$ cat config.mk
export PLATFORM = sky130hd
export DESIGN_NAME = dds_tune_ctrl
export DESIGN_NICKNAME = d
export VERILOG_FILES = /design/src/rtl/dds_tune_pkg.sv /design/src/rtl/dds_band_sel.sv /design/src/rtl/dds_ftw_calc.sv /design/src/rtl/dds_spi_tx.sv /design/src/rtl/dds_tune_ctrl.sv
export SDC_FILE = /design/constraint.sdc
export NUM_CORES = 2
export LEC_CHECK = 0
export BUFFER_PORTS_ARGS = -buffer_cell sky130_fd_sc_hd__buf_4
export CAP_MARGIN = 20
export CORE_MARGIN = 2
export CORE_UTILIZATION = 61
export CTS_CLUSTER_DIAMETER = 60
export CTS_CLUSTER_SIZE = 24
export DETAILED_ROUTE_END_ITERATION = 8
export PLACE_DENSITY = 0.85
export SLEW_MARGIN = 20
export SYNTH_ARGS = -nofsm -noshare
export SYNTH_HDL_FRONTEND = slang
export SYNTH_SLANG_ARGS = --single-unit
$ cat constraint.sdc
create_clock -name clk -period 17.1 [get_ports clk]
set_clock_uncertainty 0.2 [all_clocks]
set_input_delay 0.855 -clock clk [delete_from_list [all_inputs] [get_ports clk]]
set_output_delay 0.855 -clock clk [all_outputs]
set_load 0.05 [all_outputs]
$ cat src/rtl/dds_tune_pkg.sv
package dds_tune_pkg;

    typedef enum logic [1:0] {
        ST_IDLE   = 2'd0,
        ST_SETTLE = 2'd1,
        ST_SEND   = 2'd2
    } ctl_state_t;

    typedef struct packed {
        logic [7:0]  instr;
        logic [31:0] ftw;
    } spi_frame_t;

    localparam int FRAME_BITS = $bits(spi_frame_t);

    // Rounded fixed-point reciprocal: 2^62 / sys_hz
    function automatic logic [63:0] recip_q62(input longint unsigned sys_hz);
        longint unsigned num;
        num = (64'd1 << 62) + (sys_hz >> 1);
        return num / sys_hz;
    endfunction

endpackage

$ cat src/rtl/dds_band_sel.sv
module dds_band_sel #(
    parameter int FREQ_W    = 28,
    parameter int BAND_W    = 6,
    parameter int NBANDS    = 51,
    parameter int STEP_HZ   = 4_000_000,
    parameter int HYST_HZ   = 1_000_000
) (
    input  logic [FREQ_W-1:0] freq,
    input  logic [BAND_W-1:0] cur_band,
    output logic [BAND_W-1:0] nxt_band,
    output logic              change
);
    localparam logic [39:0] STEP_L = 40'(STEP_HZ);
    localparam logic [39:0] HYST_L = 40'(HYST_HZ);
    localparam logic [39:0] TOP_L  = 40'(NBANDS - 1);

    logic [39:0] f_e, lo, hi, raw;
    logic        leave;

    always_comb begin
        f_e      = 40'(freq);
        lo       = 40'(cur_band) * STEP_L;
        hi       = lo + STEP_L + HYST_L;
        leave    = ((f_e + HYST_L) < lo) || (f_e >= hi);
        raw      = f_e / STEP_L;
        nxt_band = (raw > TOP_L) ? BAND_W'(TOP_L) : BAND_W'(raw);
        change   = leave && (nxt_band != cur_band);
    end
endmodule

$ cat src/rtl/dds_ftw_calc.sv
module dds_ftw_calc
    import dds_tune_pkg::*;
#(
    parameter int FREQ_W    = 28,
    parameter int REF_HZ    = 20_000_000,
    parameter int MULT_EVEN = 20,
    parameter int MULT_ODD  = 19
) (
    input  logic [FREQ_W-1:0] freq,
    input  logic              odd_band,
    output logic [31:0]       ftw
);
    localparam logic [63:0] K_EVEN = recip_q62(64'(REF_HZ) * 64'(MULT_EVEN));
    localparam logic [63:0] K_ODD  = recip_q62(64'(REF_HZ) * 64'(MULT_ODD));
    localparam logic [63:0] HALF_LSB = 64'd1 << 29;

    logic [63:0] k_sel, prod;

    always_comb begin
        k_sel = odd_band ? K_ODD : K_EVEN;
        prod  = 64'(freq) * k_sel + HALF_LSB;
        ftw   = prod[61:30];
    end
endmodule

$ cat src/rtl/dds_spi_tx.sv
module dds_spi_tx
    import dds_tune_pkg::*;
#(
    parameter int SCLK_HALF = 2
) (
    input  logic       clk,
    input  logic       rst,
    input  logic       start,
    input  spi_frame_t frame,
    output logic       active,
    output logic       sclk,
    output logic       mosi,
    output logic       cs_n
);
    localparam int DIV_W  = (SCLK_HALF > 1) ? $clog2(SCLK_HALF) : 1;
    localparam int NHALF  = 2 * FRAME_BITS;
    localparam int HALF_W = $clog2(NHALF);

    logic [FRAME_BITS-1:0] sh_q;
    logic [DIV_W-1:0]      div_q;
    logic [HALF_W-1:0]     half_q;

    always_ff @(posedge clk) begin
        if (rst) begin
            active <= 1'b0;
            sh_q   <= '0;
            div_q  <= '0;
            half_q <= '0;
        end else if (start) begin
            active <= 1'b1;
            sh_q   <= frame;
            div_q  <= '0;
            half_q <= '0;
        end else if (active) begin
            if (div_q == DIV_W'(SCLK_HALF - 1)) begin
                div_q <= '0;
                if (half_q == HALF_W'(NHALF - 1)) begin
                    active <= 1'b0;
                end else begin
                    half_q <= half_q + 1'b1;
                    if (half_q[0]) sh_q <= sh_q << 1;
                end
            end else begin
                div_q <= div_q + 1'b1;
            end
        end
    end

    assign sclk = active & half_q[0];
    assign mosi = sh_q[FRAME_BITS-1];
    assign cs_n = ~active;

    p_clk_idle_low_r6: assert property (@(posedge clk) disable iff (rst)
        cs_n |-> !sclk);
    p_mosi_hold_high_r6: assert property (@(posedge clk) disable iff (rst)
        (sclk && $past(sclk)) |-> $stable(mosi));
    p_no_restart_r11: assert property (@(posedge clk) disable iff (rst)
        start |-> !active);
endmodule

$ cat src/rtl/dds_tune_ctrl.sv
module dds_tune_ctrl
    import dds_tune_pkg::*;
#(
    parameter int          FREQ_W        = 28,
    parameter int          REF_HZ        = 20_000_000,
    parameter int          MULT_EVEN     = 20,
    parameter int          MULT_ODD      = 19,
    parameter int          BAND_STEP_HZ  = 4_000_000,
    parameter int          HYST_HZ       = 1_000_000,
    parameter int          F_MAX_HZ      = 200_000_000,
    parameter int          SETTLE_CYCLES = 250_000,
    parameter int          SCLK_HALF     = 2,
    parameter logic [7:0]  INSTR         = 8'h04,
    localparam int         NBANDS        = F_MAX_HZ / BAND_STEP_HZ + 1,
    localparam int         BAND_W        = $clog2(NBANDS)
) (
    input  logic              clk,
    input  logic              rst,
    input  logic              cmd_valid,
    input  logic [FREQ_W-1:0] cmd_freq,
    output logic              busy,
    output logic [BAND_W-1:0] ref_band,
    output logic [7:0]        ref_mult,
    output logic              spi_sclk,
    output logic              spi_mosi,
    output logic              spi_cs_n
);
    localparam int CNT_W = $clog2(SETTLE_CYCLES + 1);

    ctl_state_t        st_q;
    logic [BAND_W-1:0] band_q, nxt_band;
    logic [FREQ_W-1:0] cmd_q;
    logic              pend_q, change, start, spi_active, settle_done;
    logic [CNT_W-1:0]  cnt_q;
    logic [31:0]       ftw;
    spi_frame_t        frame;

    dds_band_sel #(
        .FREQ_W(FREQ_W), .BAND_W(BAND_W), .NBANDS(NBANDS),
        .STEP_HZ(BAND_STEP_HZ), .HYST_HZ(HYST_HZ)
    ) u_band (
        .freq(cmd_q), .cur_band(band_q), .nxt_band(nxt_band), .change(change)
    );

    dds_ftw_calc #(
        .FREQ_W(FREQ_W), .REF_HZ(REF_HZ),
        .MULT_EVEN(MULT_EVEN), .MULT_ODD(MULT_ODD)
    ) u_ftw (
        .freq(cmd_q), .odd_band(band_q[0]), .ftw(ftw)
    );

    assign frame       = '{instr: INSTR, ftw: ftw};
    assign start       = (st_q == ST_IDLE) && pend_q && !change;
    assign settle_done = (st_q == ST_SETTLE) && (cnt_q == '0);

    dds_spi_tx #(.SCLK_HALF(SCLK_HALF)) u_spi (
        .clk(clk), .rst(rst), .start(start), .frame(frame),
        .active(spi_active), .sclk(spi_sclk), .mosi(spi_mosi), .cs_n(spi_cs_n)
    );

    always_ff @(posedge clk) begin
        if (rst) begin
            st_q   <= ST_IDLE;
            band_q <= '0;
            cmd_q  <= '0;
            pend_q <= 1'b0;
            cnt_q  <= '0;
        end else begin
            if (cmd_valid) cmd_q <= cmd_freq;
            pend_q <= cmd_valid || settle_done || (pend_q && st_q != ST_IDLE);
            case (st_q)
                ST_IDLE: begin
                    if (pend_q) begin
                        if (change) begin
                            band_q <= nxt_band;
                            cnt_q  <= CNT_W'(SETTLE_CYCLES - 1);
                            st_q   <= ST_SETTLE;
                        end else begin
                            st_q <= ST_SEND;
                        end
                    end
                end
                ST_SETTLE: begin
                    if (cnt_q == '0) st_q <= ST_IDLE;
                    else             cnt_q <= cnt_q - 1'b1;
                end
                ST_SEND: begin
                    if (!spi_active) st_q <= ST_IDLE;
                end
                default: st_q <= ST_IDLE;
            endcase
        end
    end

    assign busy     = pend_q || (st_q != ST_IDLE);
    assign ref_band = band_q;
    assign ref_mult = band_q[0] ? 8'(MULT_ODD) : 8'(MULT_EVEN);

    p_busy_after_cmd_r10: assert property (@(posedge clk) disable iff (rst)
        cmd_valid |=> busy);
    p_band_moves_into_settle_r8: assert property (@(posedge clk) disable iff (rst)
        (band_q != $past(band_q)) |-> (st_q == ST_SETTLE));
    p_quiet_while_settling_r8: assert property (@(posedge clk) disable iff (rst)
        (st_q == ST_SETTLE) |-> spi_cs_n);
    p_band_frozen_in_settle_r9: assert property (@(posedge clk) disable iff (rst)
        (st_q == ST_SETTLE && $past(st_q) == ST_SETTLE) |-> $stable(band_q));
endmodule

==> results.cfg <==
[logic_synthesis]
synthesis.area_um2 = 32300
synth_top_family_by_area = adder cells
synth_seq_area_share_pct = 6.44
synth_compound_area_share_pct = 11.6
synth.area.mux_share_pct = 1.55
synth_xor_area_share_pct = 3.76
ys_seq_elements = 104
yosys_warnings = 0
async_flop_share_pct = 0
yosys.area_share.simple_pct = 10.3
postSynthCellCount = 3411
synth_edf_count = 0
synth_fa_ha_area_share_pct = 56.2
ys_types = 109
syn_area_per_cell_um2 = 9.48
synth_ff_type = dfxtp_1

[setup_path]
worst-path-buf-inv = 5
critPathMaxStageDelay_ns = 0.86
path_max_fanout = 14
cp_common_cell = fa_1
required_ns = 17.20
crit_start = cmd_q[20]
worstPathArrival_ns = 11.50
crit_end = u_spi.sh_q[31]
worstRegToRegCells = 35
crit_family = adder cells
crit_path_end_kind = register
cp.depth = 35
ff2ff_setup_slack_ns = 5.70
startpoint_type = register
reg2reg_from = cmd_q[20]
crit_path_top_delay_cell = dfxtp_1
crit_type = reg2reg
rr_endpoint = u_spi.sh_q[31]

[clock_tree]
cts_buffers = 9
clk_pin_slew_ns = 0.09
clockBufferDepth = 2
tritoncts = yes
hold_buffers = 0
cts_setup_buffers = 0
cts.sinks = 104
clkLatencyLatePin_ns = 0.41
postCtsResizedCells = 0
root_buffer = clkbuf_16
htreeDepth = 3

[die]
row_count = 84
die_area_um2 = 54900
die_w_um = 234
initial_utilization_pct = 61.7
fp.dieH_um = 234
ios = 49
core_area_um2 = 52400

[finish]
drive_gt1_share_pct = 5.01
regArea_um2 = 2080
insertedDiodeCount = 0
syn2layout_area_growth_pct = 4.11
fillCellCount = 4188
nets = 4520
multi_input_area_um2 = 27100

[place]
place_hpwl_um = 77900
port_buffers = 43
gp_congestion = 1.05

[routing]
drc = 0
drt_first_pass_iters = 6
drt-total-wl_um = 91800
routedWlPerCell_um = 22.4
detail-route-antenna-nets = 0
drt_iter0_drc = 2111
via_per_inst = 6.07
vias = 24900

[global_route]
antenna_found_initial = 0
grt_overflow_total = 0
grt_pass1_wl_um = 146000
grtUsageTotal_pct = 35.5
grt_pass1_vias = 25900
grt_max_degree = 89

[timing]
max_freq_mhz = 87.7
hold_viol = 0
timing.final.max_slew_violations = 0
relSlewSlack_pct = 24.6
setup_tns_ns = 0
worst_pin_slew_ns = 1.13
final-setup-viol-count = 0
min_period_ns = 11.40
rsz0062_at_grt = no
timing.final.crit_share_pct = 66.7

[outcome]
status = finished, final reports clean

[run]
drv_cap = 0

[worst_hold_path]
min_path_type = reg2reg
-- final cells by class --
class | instances | area share (%)
Multi-Input combinational cell | 2487 | 80.4
Timing Repair Buffer | 86 | 1.92
Sequential cell | 104 | 6.19
Clock inverter | 6 | 0.182
Clock buffer | 10 | 0.710
Inverter | 722 | 8.05
Tap cell | 688 | 2.56
-- stage by stage --
step / utilization (%) / instance area [um2] / worst slack, ns / instances / hold WS (ns)
2_1_floorplan: - / 32400 / 6.91 / 3432 / 0.255
3_3_place_gp: 63.6 / 33400 / 5.77 / 4087 / 0.268
3_5_place_dp: 63.6 / 33400 / 5.64 / 4087 / 0.276
4_1_cts: 64.2 / 33700 / 5.60 / 4103 / 0.276
5_1_grt: 64.2 / 33700 / 4.82 / 4103 / 0.310
6_report: 64.2 / 33700 / 5.70 / 4103 / 0.274
-- state kept, by name, indices dropped and copies added, names as in the netlist --
| name | flops |
|---|---|
| st_q | 2 |
| cmd_q | 28 |
| u_spi.div_q | 1 |
| u_spi.active | 1 |
| cnt_q | 18 |
| ref_band | 6 |
| pend_q | 1 |
| u_spi.sh_q | 40 |
| u_spi.half_q | 7 |
-- per-layer routing --
metal  vias to the layer above  global-route usage (%)  share of wire, %
li1                      11100                       -                 -
met1                     12300                    46.2                39
met2                      1190                    54.6                45
met3                       332                    9.12               9.8
met4                         0                    18.7               6.1
met5                         -                       0                 0
-- how the worst min path moves through the flow --
stage / from / endpoint / slack [ns] / depth (start not counted)
final: u_spi.sh_q[19] / u_spi.sh_q[20] / 0.27 / 2
after global routing: u_spi.sh_q[26] / u_spi.sh_q[27] / 0.31 / 2
after CTS: u_spi.sh_q[19] / u_spi.sh_q[20] / 0.28 / 2
after detailed placement: u_spi.sh_q[0] / u_spi.sh_q[0] / 0.28 / 2
after global placement: u_spi.sh_q[34] / u_spi.sh_q[34] / 0.27 / 2
after floorplan: u_spi.sh_q[33] / u_spi.sh_q[34] / 0.26 / 2
-- tightest hold or removal path, stage by stage, from the launching register on --
cell and delay (ns):
dfxtp_1 0.32, nand2_1 0.05, a311oi_1 0.07
-- cells by family after synthesis --
group | Yosys count
compound gates | 505
xor+xnor | 139
fa+ha+maj | 1082
buf+inv | 841
flops | 104
mux | 50
other cells | 2
simple gates | 688
-- synth_stat cells (all sizes together) (16+ instances only) --
cell type	count	area [um2]
nand3	49	245
nor3	84	425
a21oi	91	463
nand2	212	801
and2	23	144
mux2i	49	490
clkbuf	80	302
a31oi	22	144
and3	22	138
xnor2	110	963
a221o	23	230
o31ai	32	269
nor2	162	616
or2	17	106
o211ai	21	168
o21a	25	188
xor2	29	254
a21o	32	248
inv	719	2700
o21ai	87	439
fa	617	12400
nand4	16	106
ha	462	5780
nor4	17	151
nand2b	22	145
buf	39	264
a211oi	22	175
nor2b	25	156
dfxtp	104	2080
-- layout by cell type, fill, tap and decap left out, drive strengths merged, types with 23 or more instances in the layout --
cell   netlist  routed
a21o        32      32
a21oi       91      91
a221o       23      23
and2        23      23
buf         39      86
conb         2      23
dfxtp      104     104
fa         617     617
ha         462     462
inv        719     722
mux2i       49      49
nand2      212     212
nand3       49      49
nor2       162     162
nor2b       25      25
nor3        84      84
o21a        25      25
o21ai       87      87
o31ai       32      32
xnor2      110     110
xor2        29      29
Power is not shown: default switching activity piles up to over one toggle a cycle in this logic, so the estimate is an artifact.
